File: src/rtl/wbank_pkg.sv
package wbank_pkg;
  typedef enum logic [3:0] {
    OP_NOP     = 4'd0,
    OP_RD_WP   = 4'd1,
    OP_WR_WP   = 4'd2,
    OP_RD_DR   = 4'd3,
    OP_WR_DR   = 4'd4,
    OP_DR2WP   = 4'd5,
    OP_WP2DR   = 4'd6,
    OP_G_DR2WP = 4'd7,
    OP_G_WP2DR = 4'd8,
    OP_STEP    = 4'd9
  } wb_op_e;
endpackage

File: src/rtl/wbank_store.sv
module wbank_store #(
  parameter int NCH = 2,
  parameter int NDR = 4,
  parameter int W   = 8,
  parameter logic [NCH*NDR*W-1:0] DR_INIT = '0,
  localparam int RW = (NDR > 1) ? $clog2(NDR) : 1
) (
  input  logic                           clk_i,
  input  logic [NCH-1:0]                 we_i,
  input  logic [RW-1:0]                  idx_i,
  input  logic [NCH-1:0][W-1:0]          wdata_i,
  output logic [NCH-1:0][NDR-1:0][W-1:0] dr_o
);
  // no reset: contents model persistent cells
  logic [NCH-1:0][NDR-1:0][W-1:0] dr_q = DR_INIT;

  always_ff @(posedge clk_i) begin
    for (int c = 0; c < NCH; c++) begin
      if (we_i[c]) dr_q[c][idx_i] <= wdata_i[c];
    end
  end

  assign dr_o = dr_q;
endmodule

File: src/rtl/wbank_wiper.sv
module wbank_wiper #(
  parameter int W = 8
) (
  input  logic         clk_i,
  input  logic         rst_ni,
  input  logic         recall_i,
  input  logic [W-1:0] recall_val_i,
  input  logic         load_i,
  input  logic [W-1:0] load_val_i,
  input  logic         step_i,
  input  logic         step_up_i,
  output logic [W-1:0] wiper_o
);
  localparam logic [W-1:0] MAX = {W{1'b1}};
  logic [W-1:0] q;

  always_ff @(posedge clk_i or negedge rst_ni) begin
    if (!rst_ni)        q <= '0;
    else if (recall_i)  q <= recall_val_i;
    else if (load_i)    q <= load_val_i;
    else if (step_i) begin
      if (step_up_i && q != MAX)      q <= q + 1'b1;
      else if (!step_up_i && q != '0) q <= q - 1'b1;
    end
  end

  assign wiper_o = q;
endmodule

File: src/rtl/wbank_tap_decode.sv
module wbank_tap_decode #(
  parameter int W = 8,
  localparam int T = 1 << W
) (
  input  logic [W-1:0] code_i,
  output logic [T-1:0] tap_o
);
  always_comb begin
    tap_o = '0;
    tap_o[code_i] = 1'b1;
  end
endmodule

File: src/rtl/wiper_bank.sv
module wiper_bank
  import wbank_pkg::*;
#(
  parameter int NCH = 2,
  parameter int NDR = 4,
  parameter int W   = 8,
  parameter bit TAP_DECODE = 1'b1,
  parameter logic [NCH*NDR*W-1:0] DR_INIT = '0,
  localparam int CW = (NCH > 1) ? $clog2(NCH) : 1,
  localparam int RW = (NDR > 1) ? $clog2(NDR) : 1,
  localparam int T  = 1 << W
) (
  input  logic             clk_i,
  input  logic             rst_ni,
  input  logic             cmd_valid_i,
  input  logic [3:0]       cmd_op_i,
  input  logic [CW-1:0]    cmd_ch_i,
  input  logic [RW-1:0]    cmd_reg_i,
  input  logic [W-1:0]     cmd_data_i,
  input  logic             nv_busy_i,
  output logic             nv_start_o,
  output logic [W-1:0]     rd_data_o,
  output logic [NCH*W-1:0] wiper_o,
  output logic [NCH*T-1:0] tap_sel_o
);
  wb_op_e op;
  assign op = wb_op_e'(cmd_op_i);

  logic recall_q, nv_start_q, nv_lock, act;
  logic [NCH-1:0][NDR-1:0][W-1:0] dr_all;
  logic [NCH-1:0][W-1:0] wiper, wp_val, dr_wval;
  logic [NCH-1:0] wp_load, wp_step, dr_we;
  logic [W-1:0] rd_q;

  assign act     = cmd_valid_i && !recall_q;
  assign nv_lock = nv_busy_i || nv_start_q;

  always_comb begin
    for (int c = 0; c < NCH; c++) begin
      logic sel;
      sel        = (cmd_ch_i == CW'(c));
      wp_load[c] = act && (((op == OP_WR_WP || op == OP_DR2WP) && sel) || op == OP_G_DR2WP);
      wp_val[c]  = (op == OP_WR_WP) ? cmd_data_i : dr_all[c][cmd_reg_i];
      wp_step[c] = act && op == OP_STEP && sel;
      dr_we[c]   = act && !nv_lock &&
                   (((op == OP_WR_DR || op == OP_WP2DR) && sel) || op == OP_G_WP2DR);
      dr_wval[c] = (op == OP_WR_DR) ? cmd_data_i : wiper[c];
    end
  end

  always_ff @(posedge clk_i or negedge rst_ni) begin
    if (!rst_ni) begin
      recall_q   <= 1'b1;
      nv_start_q <= 1'b0;
      rd_q       <= '0;
    end else begin
      recall_q   <= 1'b0;
      nv_start_q <= |dr_we;
      if (act && op == OP_RD_WP)      rd_q <= wiper[cmd_ch_i];
      else if (act && op == OP_RD_DR) rd_q <= dr_all[cmd_ch_i][cmd_reg_i];
    end
  end

  wbank_store #(.NCH(NCH), .NDR(NDR), .W(W), .DR_INIT(DR_INIT)) u_store (
    .clk_i   (clk_i),
    .we_i    (dr_we),
    .idx_i   (cmd_reg_i),
    .wdata_i (dr_wval),
    .dr_o    (dr_all)
  );

  for (genvar c = 0; c < NCH; c++) begin : gen_ch
    wbank_wiper #(.W(W)) u_wiper (
      .clk_i        (clk_i),
      .rst_ni       (rst_ni),
      .recall_i     (recall_q),
      .recall_val_i (dr_all[c][0]),
      .load_i       (wp_load[c]),
      .load_val_i   (wp_val[c]),
      .step_i       (wp_step[c]),
      .step_up_i    (cmd_data_i[0]),
      .wiper_o      (wiper[c])
    );
    if (TAP_DECODE) begin : gen_tap
      wbank_tap_decode #(.W(W)) u_tap (
        .code_i (wiper[c]),
        .tap_o  (tap_sel_o[c*T +: T])
      );
    end else begin : gen_no_tap
      assign tap_sel_o[c*T +: T] = '0;
    end
  end

  assign wiper_o    = wiper;
  assign rd_data_o  = rd_q;
  assign nv_start_o = nv_start_q;
endmodule

File: config.mk
export PLATFORM = sky130hd
export DESIGN_NAME = wiper_bank
export DESIGN_NICKNAME = d
export VERILOG_FILES = /design/src/rtl/wbank_pkg.sv /design/src/rtl/wbank_store.sv /design/src/rtl/wbank_wiper.sv /design/src/rtl/wbank_tap_decode.sv /design/src/rtl/wiper_bank.sv
export SDC_FILE = /design/constraint.sdc
export NUM_CORES = 1
export LEC_CHECK = 0
export ABC_AREA = 0
export ABC_CLOCK_PERIOD_IN_PS = 2700
export BUFFER_PORTS_ARGS = -buffer_cell sky130_fd_sc_hd__buf_4
export CORE_AREA = 2 2 218 220
export DETAILED_ROUTE_END_ITERATION = 8
export DIE_AREA = 0 0 220 222
export SLEW_MARGIN = 10
export SYNTH_ARGS = -nofsm -noshare
export SYNTH_HDL_FRONTEND = slang
export SYNTH_HIERARCHICAL = 1
export SYNTH_SLANG_ARGS = --single-unit
File: constraint.sdc
create_clock -name clk_i -period 2.7 [get_ports clk_i]
set_input_delay 0.27 -clock clk_i [delete_from_list [all_inputs] [get_ports clk_i]]
set_output_delay 0.27 -clock clk_i [all_outputs]
set_load 0.02 [all_outputs]
==> flow_metrics.py, run 1 <==
metrics = {
    "job": {
        "maxCapViolations": 0,
    },
    "synthesis": {
        "synth_simple_gate_area_share_pct": 38.0,
        "syn_area_mm2": 0.00882,
        "yosysTopAreaCell": "edfxtp_1",
        "synth-edff-count": 64,
        "ys_async_sr_fraction_pct": 28.9,
        "syn_inst": 1162,
        "synth_compound_area_share_pct": 7.79,
        "synthTopCellsByArea": "edfxtp_1 22%, nor2_1 21%, mux4_2 7.4%, dfrtp_1 7.1%, buf_2 3.1%",
        "synth_seq_cells": 90,
        "avgSynthCellArea_um2": 7.59,
        "synth_nets": 1197,
        "synth_top_area_share_pct": 21.8,
        "synth-main-ff-cell": "edfxtp_1",
        "synth_top_family_by_area": "simple AND/OR/NAND/NOR gates",
        "synthXorXnorAreaFrac_pct": 1.39,
        "synth-adder-area-share_pct": 2.44,
        "ys_warn_count": 6,
        "ys_types": 66,
        "muxShareOfSynthArea_pct": 10.4,
        "yosysSeqAreaShare_pct": 29.2,
    },
    "global_route": {
        "grt_pass1_wl_um": 64400,
        "first_global_vias": 9266,
        "antenna_found_initial": 0,
        "track_usage_pct": 17.5,
        "grt_overflow": 0,
        "grt_max_degree": 41,
    },
    "route": {
        "drtPass1Iterations": 5,
        "wl_um": 47000,
        "drtIter0Drc": 1077,
        "vias_per_cell": 4.73,
        "dr.max_layer_used": "met4",
        "ant_nets": 0,
        "wl_met1_um": 18800,
        "drcViolationCount": 0,
        "wl_met3_um": 4070,
        "wl_met2_um": 23400,
        "num_vias": 10800,
        "wl_per_cell_um": 20.7,
    },
    "timing": {
        "slew_headroom_pct": 26.4,
        "min_period_over_period_pct": 97.7,
        "slew_viol_final": 0,
        "setup_violations": 0,
        "rsz0062_at_grt": "false",
        "max_clock_freq_ghz": 0.379,
        "fin_crit_ns": 2.64,
        "skew_ns": 0.0132,
        "tightest_slew_ns": 1.10,
        "finalHoldViolations": 0,
        "setup_tns_ns": 0,
    },
    "clock_tree": {
        "post_cts_buffers": 0,
        "cts_buffer_depth": 2,
        "cts_max_level": 3,
        "cts-root-buf": "clkbuf_16",
        "numCtsBuffers": 9,
        "clock_latency_ns": 0.35,
        "clk_pin_slew_ns": 0.06,
        "cts_sinks": 90,
        "cts_tree": "yes",
    },
    "layout": {
        "fin_nets": 1694,
        "diodes": 0,
        "layout_common_cells": "632 x buf_4, 497 x nor2_1, 64 x edfxtp_1, 61 x nand2_1, 37 x nor2_2",
        "fin_cells": 2271,
        "num-fill-cells": 4866,
        "stdcell_area_mm2": 0.0138,
        "final_common_cell": "buf_4",
        "layout-drive-gt1-share_pct": 44.5,
        "area_growth_pct": 56.6,
    },
    "placement": {
        "dp_cells": 2254,
        "io_buffers": 555,
        "place_area_mm2": 0.0135,
        "hpwl_um": 35500,
        "place.gp.congestion": 0.860,
    },
    "power_and_ir_drop": {
        "pwr_density_cell_mw_per_mm2": 325,
        "leakagePower_nw": 6.04,
        "irDropWorstVdd_uv": 285,
    },
    "worst_setup_path": {
        "crit_fanout": 23,
        "path_class": "flop to primary output",
        "max_stage_delay_ns": 0.93,
        "critPathLaunchType": "flop",
        "crit_path_end_kind": "primary output",
        "cp_slowest_cell": "or4b_1",
        "path_common_cell": "buf_4",
        "cp.required_ns": 2.43,
        "cp_cell_sequence": "buf_4 -> or4b_1 -> nor2_1 -> buf_4",
        "crit_arrival_ns": 2.37,
    },
    "floorplanning": {
        "dieArea_mm2": 0.0488,
        "io_pins": 556,
        "die_w_um": 220,
        "rows": 79,
        "core_area_mm2": 0.0463,
        "die_h_um": 222,
        "start_util_pct": 19.1,
    },
    "run_status": {
        "outcome": "finished, final reports clean",
    },
    "hold_path": {
        "min_path_type": "primary input to flop",
    },
}
area by class of cell:
cell class / count / area, µm² / share of cell area [%]
Multi-Input combinational cell: 900 / 5310 / 38.4
Timing Repair Buffer: 635 / 4790 / 34.7
Sequential cell: 90 / 2570 / 18.6
Tap cell: 607 / 759 / 5.50
Clock buffer: 9 / 225 / 1.63
Inverter: 23 / 86.3 / 0.625
Clock inverter: 7 / 68.8 / 0.498
report_power, final:
| part | total [W] | internal (W) | switching (W) |
|---|---|---|---|
| Sequential | 0.00159 | 0.00156 | 0.0000333 |
| Clock | 0.00128 | 0.000717 | 0.000567 |
| Combinational | 0.00162 | 0.000534 | 0.00109 |
critical path: cells and delay by family, from the launching register on:
family,cells,cell delay [ns]
and+or+nand+nor,2,1.21
buffers and inverters,2,0.41
DFF,1,0.38
flip-flops by register name, summed over array words and instances (netlist names):
register and cells:
u_store/dr_o 64, gen_ch.u_wiper/wiper_o 16, recall_q 1, nv_start_o 1, rd_data_o 8
metrics by stage:
stage	util, %	power [W]	hold slack, ns	setup slack, ns
final	29.9	0.00450	0.235	0.0616
after global routing	29.9	0.00466	0.254	0.00435
after CTS	29.8	0.00449	0.221	0.0625
after detailed placement	29.2	0.00322	0.209	0.157
after global placement	29.2	0.00320	0.206	0.230
after floorplan	-	0.00262	-0.0256	0.0284
path summary, 6_finish.rpt:
kind / start / to / slack (ns) / cells past startpoint
setup / recovery: gen_ch[1].u_wiper/wiper_o[0] / tap_sel_o[290] / 0.06 / 4
hold / removal: nv_busy_i / nv_start_o / 0.23 / 3
setup reg to reg: gen_ch[0].u_wiper/wiper_o[2] / gen_ch[0].u_wiper/wiper_o[6] / 0.21 / 9
hold reg to reg: rd_data_o[3] / rd_data_o[3] / 0.49 / 1
max in group asynchronous: rst_ni / recall_q / 2.00 / 2
min in group asynchronous: rst_ni / nv_start_o / 0.38 / 2
cell families (layout without fill, tap and decap cells):
group / count (synthesis) / in the layout
fa+ha+maj: 16 / 16
xor+xnor: 14 / 14
other cells: 1 / 1
flops: 90 / 90
simple gates: 715 / 715
mux: 50 / 50
buf+inv: 172 / 674
compound gates: 104 / 104
cells in the mapped netlist (all sizes together), types with 8 or more instances:
library cell / n
nand2: 63
nor2: 537
nand4b: 16
and2: 9
dfrtp: 25
ha: 14
mux2i: 16
or4b: 16
o21ai: 24
edfxtp: 64
a211oi: 17
mux4: 32
nand4bb: 24
nand4: 9
a21o: 10
buf: 84
clkbuf: 65
inv: 18
a21oi: 23
xor2: 8
layer usage:
| layer | GRT usage [%] | vias up |
|---|---|---|
| met5 | 0 | - |
| met4 | 4.03 | 0 |
| met3 | 3.69 | 69 |
| met2 | 30.3 | 576 |
| met1 | 22.0 | 5255 |
| li1 | - | 4853 |
what timing repair did:
| action | CTS | global route |
|---|---|---|
| gates resized for setup | 0 | 4 |
| setup endpoints to repair | 0 | 9 |
| hold endpoints to repair | 25 | 0 |
| hold buffers | 1 | 0 |
No activity file was read; power rests on OpenSTA's default activity.
==> run 2: changes to the inputs <==
--- a/config.mk
+++ b/config.mk
@@ -5,12 +5,12 @@
 export SDC_FILE = /design/constraint.sdc
 export NUM_CORES = 1
 export LEC_CHECK = 0
-export ABC_AREA = 0
+export ABC_AREA = 1
 export ABC_CLOCK_PERIOD_IN_PS = 2700
 export BUFFER_PORTS_ARGS = -buffer_cell sky130_fd_sc_hd__buf_4
-export CORE_AREA = 2 2 218 220
+export CORE_AREA = 2 2 214 216
 export DETAILED_ROUTE_END_ITERATION = 8
-export DIE_AREA = 0 0 220 222
+export DIE_AREA = 0 0 216 218
 export SLEW_MARGIN = 10
 export SYNTH_ARGS = -nofsm -noshare
 export SYNTH_HDL_FRONTEND = slang
==> run 2 against run 1 <==
Against the previous run:
- via count increased by 11%
- die area down 3.6%
- power up 19%
- clock skew fell by 0.0078 ns
- sequential share of layout area rose by 0.49 points
- clock power increased by 6%
- largest power group unchanged
==> flow_metrics.py, run 2 <==
metrics = {
    "timing": {
        "min_period_over_period_pct": 95.6,
        "slew_viol_final": 0,
        "max_clock_freq_ghz": 0.387,
        "slew_headroom_pct": 33.3,
        "tightest_slew_ns": 0.998,
        "setup_violations": 0,
        "setup_tns_ns": 0,
        "fin_crit_ns": 2.58,
        "finalHoldViolations": 0,
        "skew_ns": 0.00538,
        "rsz0062_at_grt": "true",
    },
    "route": {
        "vias_per_cell": 4.68,
        "wl_per_cell_um": 19.3,
        "num_vias": 12000,
        "wl_um": 49400,
        "ant_nets": 0,
        "drcViolationCount": 0,
        "drtPass1Iterations": 6,
        "drtIter0Drc": 1222,
    },
    "synthesis": {
        "ys_warn_count": 6,
        "ys_types": 34,
        "synth_seq_cells": 90,
        "synth-main-ff-cell": "edfxtp_1",
        "syn_inst": 1440,
        "synthTopCellsByArea": "nor2_1 26%, edfxtp_1 23%, nand2_1 12%, nand3_1 8.6%, dfrtp_1 7.3%",
        "synth-edff-count": 64,
        "syn_area_mm2": 0.00854,
        "synth_nets": 1475,
        "synth_top_area_share_pct": 26.0,
        "ys_top_cells_by_count": "592 x nor2_1, 275 x nand2_1, 146 x nand3_1",
        "yosysTopAreaCell": "nor2_1",
        "ys_async_sr_fraction_pct": 28.9,
        "yosysSeqAreaShare_pct": 30.1,
        "synth_most_common_cell": "nor2_1",
        "avgSynthCellArea_um2": 5.93,
    },
    "layout": {
        "layout_common_cells": "592 x nor2_1, 589 x buf_4, 272 x nand2_1, 146 x nand3_1, 102 x inv_1",
        "fin_nets": 1982,
        "num-fill-cells": 4923,
        "largest_reg_flops": 64,
        "area_growth_pct": 57.7,
        "final_common_cell": "nor2_1",
        "multi_input_area_mm2": 0.00497,
        "regArea_mm2": 0.00257,
        "diodes": 0,
        "layout-drive-gt1-share_pct": 33.0,
    },
    "run_status": {
        "outcome": "finished, final reports clean",
    },
    "power_and_ir_drop": {
        "power_w": 0.00535,
        "irDropWorstVdd_uv": 315,
        "pwr_density_cell_mw_per_mm2": 397,
        "leakagePower_nw": 6.49,
    },
    "worst_setup_path": {
        "rrSetupSlack_ns": 0.39,
        "reg2reg_to": "gen_ch[1].u_wiper/wiper_o[7]",
        "path_class": "flop to primary output",
        "r2r_cells": 15,
        "cp.required_ns": 2.43,
        "crit-reg2reg-launch": "gen_ch[1].u_wiper/wiper_o[0]",
        "crit_fanout": 16,
        "critPathLaunchType": "flop",
        "crit_path_end_kind": "primary output",
        "crit_arrival_ns": 2.31,
    },
    "floorplanning": {
        "start_util_pct": 19.0,
        "io_pins": 556,
        "core_area_mm2": 0.0449,
        "die_h_um": 218,
        "die_w_um": 216,
        "dieArea_mm2": 0.0471,
        "rows": 78,
    },
    "hold_path": {
        "whs_path_depth": 4,
        "min_path_type": "primary input to flop",
        "whs_endpoint": "nv_start_o",
        "worstHoldStart": "nv_busy_i",
    },
    "placement": {
        "io_buffers": 555,
        "hpwl_um": 37300,
        "place.gp.congestion": 0.852,
    },
    "global_route": {
        "grt_overflow": 0,
        "track_usage_pct": 19.2,
        "antenna_found_initial": 0,
        "grt_max_degree": 37,
        "grt_pass1_wl_um": 68200,
        "first_global_vias": 10100,
    },
    "clock_tree": {
        "numCtsBuffers": 9,
        "cts_sinks": 90,
        "post_cts_buffers": 0,
        "cts_buffer_depth": 2,
        "clock_latency_ns": 0.36,
        "cts-root-buf": "clkbuf_16",
        "cts_tree": "yes",
        "clk_pin_slew_ns": 0.07,
        "cts_max_level": 3,
    },
    "job": {
        "maxCapViolations": 0,
    },
}
## run 2: changes by cell type in the layout (fill, tap and decap cells not counted), moves of 29 or more
| cell | before | now |
|---|---|---|
| mux4_2 | 29 | 0 |
| buf_4 | 632 | 589 |
| nand3_1 | 3 | 146 |
| nor2_1 | 497 | 592 |
| nand2_1 | 61 | 272 |
| nor2_2 | 37 | 0 |
| inv_1 | 18 | 102 |
| o21ai_0 | 14 | 44 |
## run 2: kinds of logic after synthesis
group	share of synthesized area [%]
buffers and inverters	11.7
XOR/XNOR	0.410
flip-flops	30.1
AND/OR/NAND/NOR	49.4
AO/OA/AOI/OAI	5.76
adder cells (fa/ha/maj)	2.52
other	0.0439
## run 2: worst max-delay path by stage
| stage | cells past startpoint | from | slack (ns) | to |
|---|---|---|---|---|
| after floorplan | 15 | gen_ch[1].u_wiper/wiper_o[0] | 0.66 | gen_ch[1].u_wiper/wiper_o[7] |
| after detailed placement | 15 | gen_ch[1].u_wiper/wiper_o[0] | 0.43 | gen_ch[1].u_wiper/wiper_o[7] |
| final | 5 | gen_ch[1].u_wiper/wiper_o[2] | 0.12 | tap_sel_o[375] |
| after global placement | 15 | gen_ch[1].u_wiper/wiper_o[0] | 0.51 | gen_ch[1].u_wiper/wiper_o[7] |
| after CTS | 5 | gen_ch[1].u_wiper/wiper_o[0] | 0.16 | tap_sel_o[349] |
| after global routing | 5 | gen_ch[1].u_wiper/wiper_o[0] | -0.04 | tap_sel_o[465] |
## run 2: layout make-up
cell class              count  share of cell area [%]
repair buffers            590                    32.9
flip-flops and latches     90                    19.1
clock buffers              11                    1.96
well taps                 600                    5.58
multi-input cells        1148                    36.9
inverters                 108                    3.05
clock inverters             5                   0.446
## run 2: what timing repair did
| item | in CTS | in global routing |
|---|---|---|
| hold buffers | 1 | 0 |
| gates resized for setup | 0 | 3 |
| setup endpoints to repair | 0 | 18 |
| endpoints found under the hold margin | 25 | 0 |
## run 2: per-stage QoR
| step | setup WS, ns | hold WS (ns) | cells | area (µm²) | util (%) |
|---|---|---|---|---|---|
| CTS | 0.163 | 0.204 | 2552 | 13500 | 30.0 |
| global route | -0.0436 | 0.219 | 2552 | 13500 | 30.0 |
| detailed placement | 0.428 | 0.242 | 2535 | 13100 | 29.2 |
| global placement | 0.513 | 0.237 | 2535 | 13100 | 29.2 |
| floorplan | 0.656 | -0.0256 | 1440 | 8540 | - |
| finish | 0.119 | 0.211 | 2552 | 13500 | 30.0 |
## run 2: metal layers
metal / routed length [µm] / GRT usage (%)
met3: 4640 / 4.94
met1: 20300 / 25.3
met2: 23800 / 32.0
met4: 685 / 2.99
met5: 0 / 0
## run 2: report_power, final
part	internal (W)	switching, W	leakage, nW
Clock	0.000800	0.000562	0.157
Combinational	0.000619	0.00164	5.46
Sequential	0.00160	0.000128	0.877
## run 2: critical path: stages (launching register included)
cell	delay, ns
dfrtp_1	0.58
inv_1	0.07
nor2_1	0.23
nand2_1	0.59
nor2_1	0.30
buf_4	0.19
